## config.mk

```make
export PLATFORM = sky130hd
export DESIGN_NAME = tmr_edge_filter
export DESIGN_NICKNAME = d
export VERILOG_FILES = /design/src/rtl/tmr_edge_filter.sv
export SDC_FILE = /design/constraint.sdc
export NUM_CORES = 1
export LEC_CHECK = 0
export BUFFER_PORTS_ARGS = -buffer_cell sky130_fd_sc_hd__buf_2
export CAP_MARGIN = 0
export CORE_AREA = 2 2 39 41
export CTS_BUF_LIST = sky130_fd_sc_hd__clkbuf_8
export DETAILED_ROUTE_END_ITERATION = 10
export DIE_AREA = 0 0 41 43
export HOLD_SLACK_MARGIN = 0.05
export SETUP_SLACK_MARGIN = 0.15
export SLEW_MARGIN = 20
export SYNTH_ARGS = -nofsm -noshare
export SYNTH_HDL_FRONTEND = slang
export SYNTH_SLANG_ARGS = --single-unit
```

## constraint.sdc

```tcl
create_clock -name clk -period 1.7 [get_ports clk]
set_input_delay 0.425 -clock clk [delete_from_list [all_inputs] [get_ports clk]]
set_output_delay 0.425 -clock clk [all_outputs]
set_load 0.01 [all_outputs]
```

## src/rtl/tmr_edge_filter.sv

```systemverilog
module tmr_edge_filter (
  input  logic       clk,
  input  logic       rst_n,
  input  logic       run_en,
  input  logic       pin_raw,
  input  logic [1:0] edge_sel,
  input  logic       use_capture,
  input  logic       presc_tick,
  output logic       edge_evt
);
  logic sync_a, sync_b, cand, lvl, armed;
  logic tick, settled, rise, fall, hit;

  assign tick    = use_capture ? presc_tick : 1'b1;
  assign settled = (sync_b == cand);
  assign rise    = settled &  sync_b & ~lvl;
  assign fall    = settled & ~sync_b &  lvl;
  assign hit     = (rise & edge_sel[0]) | (fall & edge_sel[1]);

  always_ff @(posedge clk) begin
    if (!rst_n) begin
      sync_a   <= 1'b0;
      sync_b   <= 1'b0;
      cand     <= 1'b0;
      lvl      <= 1'b0;
      armed    <= 1'b0;
      edge_evt <= 1'b0;
    end else begin
      sync_a <= pin_raw;
      sync_b <= sync_a;
      if (run_en) begin
        armed    <= 1'b1;
        edge_evt <= tick & hit;
        if (tick) begin
          cand <= sync_b;
          if (settled) lvl <= sync_b;
        end
      end else begin
        edge_evt <= 1'b0;
        if (armed) begin
          cand <= sync_b;
          lvl  <= sync_b;
        end
      end
    end
  end
endmodule


```

==> impl_metrics.env <==
export IMPL_p_leak_nw=0.175
export IMPL_rsz0062_at_grt="no"
export IMPL_grt_max_degree=8
export IMPL_fin_crit_sh_pct=72.0
export IMPL_nets=51
export IMPL_outcome="finished clean"
export IMPL_relSlewSlack_pct=88.2
export IMPL_drt_initial_drc_count=1
export IMPL_yosys_top_cells_area="dfxtp_1, ha_1, mux2i_1, nand2_1, nor2b_4"
export IMPL_numPortBuffers=8
export IMPL_die_w_um=41
export IMPL_path_cells="inv_1, ha_1, nand2b_1, o22ai_1, mux2i_1"
export IMPL_worst_setup_path_type="flop to flop"
export IMPL_start_util_pct=19.3
export IMPL_clockBufferDepth=2
export IMPL_r2r_start="sync_b"
export IMPL_root_buffer="clkbuf_8"
export IMPL_powerDensity_nw_per_um2=1060
export IMPL_cts_tree="yes"
export IMPL_synthCells=28
export IMPL_syn_cell_area_sq_um=267
export IMPL_core_area_sq_um=1380
export IMPL_wl_um=419
export IMPL_synth_fp_nets=38
export IMPL_total_power_uw=389
export IMPL_fmax_mhz=817
export IMPL_grt_use_total_pct=6.75
export IMPL_crit_cells=5
export IMPL_grt_overflow=0
export IMPL_cts_hold_buf=0
export IMPL_htreeDepth=1
export IMPL_crit_buf_inv=1
export IMPL_hold_path_class="input pin to flop"
export IMPL_via_count=216
export IMPL_antenna_found_initial=0
export IMPL_yosys_area_top_type="dfxtp_1"
export IMPL_r2r_end="lvl"
export IMPL_ff2ff_setup_slack_ps=480
export IMPL_hold_viol=0
export IMPL_route_detailed_drc=0
export IMPL_yosys_area_share_simple_pct=27.7
export IMPL_slowest_stage="dfxtp_1"
export IMPL_crit_arrival_ps=1380
export IMPL_synth_seq_area_share_pct=45.1
export IMPL_synth_top_family_by_area="simple AND/OR/NAND/NOR gates"
export IMPL_synth_mux_area_share_pct=7.51
export IMPL_final_antenna_net_count=0
export IMPL_crit_path_end="lvl"
export IMPL_avgRoutedWirePerCell_um=7.62
export IMPL_hpwl_um=350
export IMPL_skew_ps=2.21
export IMPL_post_cts_buffers=0
export IMPL_path_max_fanout=3
export IMPL_slowest_delay_ps=340
export IMPL_min_period_ps=1220
export IMPL_critPathTopFamily="flip-flops"
export IMPL_syn_area_per_cell_sq_um=9.52
export IMPL_cp_required_ps=1850
export IMPL_drv_cap=0
export IMPL_io_pins=9
export IMPL_vias_per_cell=3.93
export IMPL_setup_violations=0
export IMPL_fp_row_count=14
export IMPL_cts_sink_count=6
export IMPL_die_h_um=43
export IMPL_max_slew_worst_pin_slew_ps=177
export IMPL_cts_buffers_inserted=3
export IMPL_clk_pin_slew_worst_paths_ps=40
export IMPL_antenna_cells=0
export IMPL_drv_slew=0
export IMPL_syn_to_final_growth_pct=38.0
export IMPL_synth_compound_area_share_pct=6.10
export IMPL_clock_latency_ps=220
export IMPL_cp_startpoint="sync_b"
export IMPL_ys_ff_latch=6
export IMPL_ys_types=15
export IMPL_endpoint_kind="flop"
export IMPL_synth_top_area_share_pct=45.1
export IMPL_synthAdderAreaFrac_pct=9.39
export IMPL_drive_above_1_share_pct=30.8
export IMPL_cts_resized=0
export IMPL_startpoint_type="flop"
export IMPL_reg2reg_depth=5
export IMPL_ys_warn_count=0
export IMPL_firstDrtPassIters=2
export IMPL_synthXorXnorAreaFrac_pct=0
export IMPL_die_area_sq_um=1760
export IMPL_grt_pass1_vias=182
export IMPL_ir_drop_mv=0.504
export IMPL_grt_pass1_wl_um=641
export IMPL_place_congestion=0.676
export IMPL_fin_setup_tns_ps=0
==> power by group <==
group	switching, mW	total [mW]	leakage (nW)	internal (mW)
Sequential	0.00256	0.150	0.0492	0.147
Combinational	0.0126	0.0289	0.104	0.0164
Clock	0.0590	0.211	0.0216	0.152
Total	0.0741	0.389	0.175	0.315
==> metal layers <==
| layer | GRT usage [%] | part of all wire [%] | vias to the layer above | wire (um) |
|---|---|---|---|---|
| met5 | 0 | 0 | - | 0 |
| met4 | 8.00 | 3.6 | 0 | 15 |
| met3 | 7.85 | 8.1 | 2 | 34 |
| met2 | 8.75 | 53 | 7 | 220 |
| met1 | 3.90 | 36 | 94 | 149 |
| li1 | - | - | 113 | - |
==> cells in the mapped netlist (all sizes together) <==
master  instances
dfxtp           6
nand3           1
and4b           1
ha              2
and2b           1
nand2           4
nand2b          1
inv             3
and2            2
o22ai           1
o21ai           1
mux2i           2
nor2b           1
nor2            1
a21oi           1
==> final cells by class <==
class / count / area [sq um]
clock buffers: 3 / 41.3
fillers: 155 / 1020
inverters: 3 / 11.3
multi-input cells: 19 / 135
flip-flops and latches: 6 / 120
well taps: 16 / 20.0
repair buffers: 8 / 40.0
==> placed cells by master (no fill, tap or decap) <==
master / netlist / final
o21ai_0: 1 / 1
a21oi_1: 1 / 1
mux2i_1: 2 / 2
nand2b_1: 1 / 1
and4b_1: 1 / 1
o22ai_1: 1 / 1
dfxtp_1: 6 / 6
ha_1: 2 / 2
nand2_1: 4 / 4
nor2b_4: 1 / 1
nor2_1: 1 / 1
buf_2: 0 / 8
inv_1: 3 / 3
clkbuf_8: 0 / 3
nand3_1: 1 / 1
and2b_1: 1 / 1
and2_1: 2 / 2
==> stage by stage <==
stage | hold WS (ps) | util (%) | worst slack, ps | area (sq um) | instances
floorplan | 412 | - | 561 | 267 | 28
global placement | 417 | 23.6 | 492 | 327 | 52
global route | 403 | 26.6 | 400 | 368 | 55
finish | 410 | 26.6 | 476 | 368 | 55
detailed placement | 426 | 23.6 | 468 | 327 | 52
CTS | 405 | 26.6 | 462 | 368 | 55
==> cell families after synthesis <==
group / after synthesis
and+or+nand+nor: 12
DFF: 6
muxes: 2
AOI/OAI and AO/OA: 3
buffers and inverters: 3
adders and majority gates: 2
==> worst min path at each step <==
stage / endpoint / slack, ps / start / depth (start not counted)
global placement: sync_b / 420 / sync_a / 1
floorplan: sync_b / 410 / sync_a / 1
finish: sync_a / 410 / pin_raw / 2
detailed placement: sync_b / 430 / sync_a / 1
CTS: sync_a / 400 / pin_raw / 2
global route: sync_a / 400 / pin_raw / 2
==> worst register-to-register path, cell delays in order, from the launching register on <==
cell and delay, ps:
dfxtp_1 340, inv_1 60, ha_1 280, nand2b_1 150
o22ai_1 150, mux2i_1 190
==> state kept, by name (all words and copies together) (netlist names) <==
signal,flops
armed,1
cand,1
edge_evt,1
lvl,1
sync_a,1
sync_b,1
Power figures use the tool's default switching activity.
